--- config.mk ---
export PLATFORM = sky130hd
export DESIGN_NAME = strap_cfg_decode
export DESIGN_NICKNAME = d
export VERILOG_FILES = /design/src/rtl/strap_cfg_decode.sv
export SDC_FILE = /design/constraint.sdc
export NUM_CORES = 1
export LEC_CHECK = 0
export BUFFER_PORTS_ARGS = -buffer_cell sky130_fd_sc_hd__buf_2
export CORE_MARGIN = 5
export CORE_UTILIZATION = 44
export CTS_BUF_LIST = sky130_fd_sc_hd__clkbuf_2
export CTS_CLUSTER_DIAMETER = 80
export DETAILED_ROUTE_END_ITERATION = 12
export PLACE_DENSITY = 0.8
export SYNTH_ARGS = -nofsm -noshare
export SYNTH_HDL_FRONTEND = slang
export SYNTH_SLANG_ARGS = --single-unit
--- constraint.sdc ---
create_clock -name clk -period 1.7 [get_ports clk]
set_input_delay 0.34 -clock clk [delete_from_list [all_inputs] [get_ports clk]]
set_output_delay 0.34 -clock clk [all_outputs]
set_load 0.01 [all_outputs]
--- src/rtl/strap_cfg_decode.sv ---
module strap_cfg_decode #(
  parameter int AW = 10,
  parameter int DW = 8,
  parameter logic [AW-1:0] KEY_PORT  = 10'h250,
  parameter logic [AW-1:0] IDX_PORT  = 10'h251,
  parameter logic [AW-1:0] DATA_PORT = 10'h252,
  parameter logic [DW-1:0] KEY_VAL   = 8'h89,
  parameter logic [DW-1:0] REG_INDEX = 8'h00,
  parameter logic [AW-1:0] IDE_PRI_BASE = 10'h1F0,
  parameter logic [AW-1:0] IDE_SEC_BASE = 10'h170,
  parameter logic [AW-1:0] IDE_PRI_ALT  = 10'h3F6,
  parameter logic [AW-1:0] IDE_SEC_ALT  = 10'h376,
  parameter logic [AW-1:0] FDC_PRI_BASE = 10'h3F0,
  parameter logic [AW-1:0] FDC_SEC_BASE = 10'h370
) (
  input  logic          clk,
  input  logic          rst,
  input  logic          strap_ide_off,
  input  logic          strap_ide_hi,
  input  logic          strap_fdc_off,
  input  logic          strap_fdc_hi,
  input  logic [AW-1:0] io_addr,
  input  logic [DW-1:0] io_wdata,
  input  logic          io_rd,
  input  logic          io_wr,
  output logic [DW-1:0] io_rdata,
  output logic          ide_cs,
  output logic          fdc_cs,
  output logic          fdc_clk_en
);
  localparam int BLK_LSB  = 3;
  localparam int PAIR_LSB = 1;
  localparam int B_IDE_OFF = 7;
  localparam int B_IDE_HI  = 6;
  localparam int B_FDC_OFF = 5;
  localparam int B_FDC_HI  = 4;
  localparam int LOW_W     = 4;

  logic [DW-1:0] cr0;
  logic [DW-1:0] index;
  logic          unlocked;
  logic          sel;

  assign sel = unlocked && (index == REG_INDEX);

  always_ff @(posedge clk) begin
    if (rst) begin
      cr0      <= {strap_ide_off, strap_ide_hi, strap_fdc_off, strap_fdc_hi, {LOW_W{1'b0}}};
      index    <= '0;
      unlocked <= 1'b0;
    end else if (io_wr) begin
      if (io_addr == KEY_PORT) unlocked <= (io_wdata == KEY_VAL);
      if (io_addr == IDX_PORT) index <= io_wdata;
      if (io_addr == DATA_PORT && sel) cr0 <= io_wdata;
    end
  end

  assign io_rdata = (io_rd && io_addr == DATA_PORT && sel) ? cr0 : '0;

  logic [AW-1:0] ide_base, ide_alt, fdc_base;
  assign ide_base = cr0[B_IDE_HI] ? IDE_PRI_BASE : IDE_SEC_BASE;
  assign ide_alt  = cr0[B_IDE_HI] ? IDE_PRI_ALT  : IDE_SEC_ALT;
  assign fdc_base = cr0[B_FDC_HI] ? FDC_PRI_BASE : FDC_SEC_BASE;

  logic ide_in_blk, ide_in_pair, fdc_in_blk;
  assign ide_in_blk  = io_addr[AW-1:BLK_LSB]  == ide_base[AW-1:BLK_LSB];
  assign ide_in_pair = io_addr[AW-1:PAIR_LSB] == ide_alt[AW-1:PAIR_LSB];
  assign fdc_in_blk  = io_addr[AW-1:BLK_LSB]  == fdc_base[AW-1:BLK_LSB];

  assign ide_cs     = !cr0[B_IDE_OFF] && (ide_in_blk || ide_in_pair);
  assign fdc_clk_en = !cr0[B_FDC_OFF];
  assign fdc_cs     = fdc_clk_en && fdc_in_blk;
endmodule

==> results.yml <==
finish:
  regArea_sq_um: 384.1
  drive_gt1_share_pct: 46.15
  syn2layout_area_growth_pct: 37.43
  multi_input_area_sq_um: 551.8
  layout.nets: 170
  fin_cells: 170
  antenna_cells: 0
  n_fill_cell: 181
worst_setup_path:
  crit_type: "reg -> out"
  reg2regPathDepth: 5
  worstSetupStartpointType: "flip-flop"
  crit_chain: "nor4b_4, buf_4, nand4_1, and4bb_4, and2_1, buf_2"
  cp_max_fo: 8
  reg2reg_to: "cr0[7]"
  crit_arrival_ps: 1840
  reg2reg_from: "index[6]"
  cp.required_ps: 1360
  max_stage_delay_ps: 390
  critPathSlowestCell: "and4bb_4"
  r2r_slack_ps: 140
  critPathCaptureType: "primary output"
logic_synthesis:
  synth_area_sq_um: 935.9
  synthCells: 98
  synth_edf_count: 4
  synth.most_common_cell: "dfxtp_1"
  synth_ff_type: "dfxtp_1"
  synth_top_area_share_pct: 27.81
  ys_top_cells_by_count: "13 x dfxtp_1, 10 x nor2_1, 9 x mux2i_1, 9 x nand4_1, 7 x o21ai_0"
  ys_warn_count: 0
  ys_async_sr_fraction_pct: 0
  seq_area_frac_synth_pct: 40.64
  synth_nets: 124
  syn_avg_cell_area_sq_um: 9.550
  ys_ff_latch: 17
  yosysTopAreaCell: "dfxtp_1"
  synth_cell_type_count: 31
  synthTopCellsByArea: "dfxtp_1 28%, edfxtp_1 13%, mux2i_1 9.6%"
drt:
  ant_nets: 0
  dr.pass1.iters: 4
  wirelength_microns: 2393
  num_vias: 903
  wl_per_cell_microns: 14.08
  via_per_inst: 5.312
  drt-initial-drc-count: 14
  drc_errors: 0
pwr:
  clkPwrFrac_pct: 26.2
  power.density_mw_per_mm2: 543.1
  swShare_pct: 24.74
  internal-power_mw: 0.5257
  pwr-share-seq_pct: 61.1
  peakVddDrop_uv: 515.4
  p_switching_mw: 0.1728
  p_comb_share_pct: 12.7
  power_leakage_nw: 0.6221
place:
  dp.cells: 165
  hpwl_microns: 1918
  io_buffers: 36
  gp_congestion: 0.8983
floorplanning:
  ios: 37
  fp.dieH_microns: 56.12
  dieArea_sq_mm: 0.003149
  initial_core_util_pct: 46.75
  rows: 16
  die_x_microns: 56.12
  core_area_sq_mm: 0.002002
timing:
  setup-violations-final: 8
  rsz0062_at_grt: "yes"
  maxSlewHeadroom_pct: 75.39
  fin_tns_setup_ps: -3746
  min_period_ps: 2183
  fin_ws_ps: -482.7
  skew_ps: 1.050
  finalCritPeriodShare_pct: 128.4
  max_freq_mhz: 458.1
  hold_viol_final: 0
  final-max-slew-violation-count: 0
  worst_pin_slew_ps: 369.1
grt:
  grt_start_max_net_pins: 23
  antenna_found_initial: 0
  grtUsageTotal_pct: 16.03
  grt_pass1_vias: 970
  grt_pass1_wl_microns: 4098
  grt-ovfl-total: 0
clocking:
  cts_tree: "yes"
  path_clk_slew_ps: 150
  clkSinkCount: 17
  clock_path_buffers: 2
  cts_buffers: 3
  cts_max_level: 1
  clock_latency_ps: 290
  cts_root_buf: "clkbuf_2"
status:
  violations: "negative setup slack"
  run_status: "finished, violations left"
min_path:
  whs_path_depth: 3
  hp-class: "in -> reg"
  min_to: "index[6]"
  min-delay-start: "io_wdata[6]"
run:
  cap_violations: 0
## what timing repair did
action	4_1_cts	5_1_grt
pin swaps	4	2
cloned	0	0
endpoints found under the setup margin	8	10
hold buffers	0	0
resized for setup	7	6
setup buffers	0	1
## registers in the layout, indices dropped and copies added, names as in the netlist
register	count
index	8
unlocked	1
cr0	8
## routing by layer
layer	track usage [%]	up-vias	part of all wire, %
met5	0	-	0
met1	18.34	420	42
met3	3.944	2	6.7
met4	6.780	0	0.38
met2	28.05	31	50
li1	-	450	-
## stage by stage
stage / util (%) / area, sq um / worst slack (ps) / hold WS, ps / power (mW)
2_1_floorplan: - / 935.9 / 11.10 / 444.5 / 0.4699
4_1_cts: 62.88 / 1259 / -487.6 / 273.9 / 0.7068
3_3_place_gp: 60.19 / 1205 / -141.7 / 463.2 / 0.5188
5_1_grt: 64.25 / 1286 / -614.5 / 276.8 / 0.7297
3_5_place_dp: 60.19 / 1205 / -245.0 / 471.1 / 0.5229
6_report: 64.25 / 1286 / -482.7 / 292.5 / 0.6985
## worst max path at each step
stage	startpoint	to	slack (ps)	cells after the start
CTS	index[6]	io_rdata[6]	-490	6
global route	index[6]	io_rdata[6]	-610	6
floorplan	io_addr[7]	io_rdata[1]	10	4
detailed placement	index[0]	io_rdata[6]	-240	6
finish	index[6]	io_rdata[5]	-480	6
global placement	index[0]	io_rdata[3]	-140	6
## area by class of cell
| type | instances | area share [%] |
|---|---|---|
| multi-input combinational | 74 | 42.90 |
| sequential | 17 | 29.86 |
| timing repair buffer | 46 | 22.47 |
| tap | 27 | 2.626 |
| clock buffer | 4 | 1.556 |
| inverter | 2 | 0.5837 |
## critical path, delay by kind of cell, from the launching register on
kind	cells	cell delay (ps)
buffers and inverters	2	280
and+or+nand+nor	4	910
DFF	1	370
## cell usage in the layout (no fill, tap or decap), types with 2 or more instances in the layout
| cell type | netlist | layout |
|---|---|---|
| mux2i_1 | 9 | 9 |
| dfxtp_2 | 0 | 3 |
| nand2_1 | 4 | 4 |
| buf_6 | 0 | 3 |
| dfxtp_1 | 13 | 10 |
| xor2_1 | 2 | 2 |
| buf_4 | 1 | 10 |
| and2_4 | 0 | 2 |
| inv_1 | 2 | 2 |
| buf_2 | 2 | 32 |
| and2_2 | 3 | 2 |
| nor2b_1 | 2 | 2 |
| nor2_1 | 10 | 10 |
| nand4_1 | 9 | 9 |
| edfxtp_1 | 4 | 4 |
| clkbuf_2 | 0 | 4 |
| nor4b_4 | 1 | 2 |
| a21oi_1 | 4 | 4 |
| and2_1 | 6 | 5 |
| o21ai_0 | 7 | 7 |
## power groups by stage
stage          logic (mW)  registers (mW)  clock network [mW]
2_1_floorplan      0.0358           0.434                   0
3_3_place_gp       0.0839           0.435                   0
3_5_place_dp       0.0872           0.436                   0
4_1_cts            0.0877           0.427               0.192
5_1_grt            0.0973           0.428               0.204
6_report           0.0889           0.427               0.183
## cells by family (layout without fill, tap and decap cells)
kind of cell / count (synthesis) / in the layout / share of synthesized area, %
AO/OA/AOI/OAI: 13 / 13 / 8.021
XOR/XNOR: 2 / 2 / 1.872
buffers and inverters: 7 / 52 / 3.477
flip-flops: 17 / 17 / 40.64
multiplexers: 9 / 9 / 9.626
AND/OR/NAND/NOR: 50 / 50 / 36.36
No activity file was read; power rests on OpenSTA's default activity.
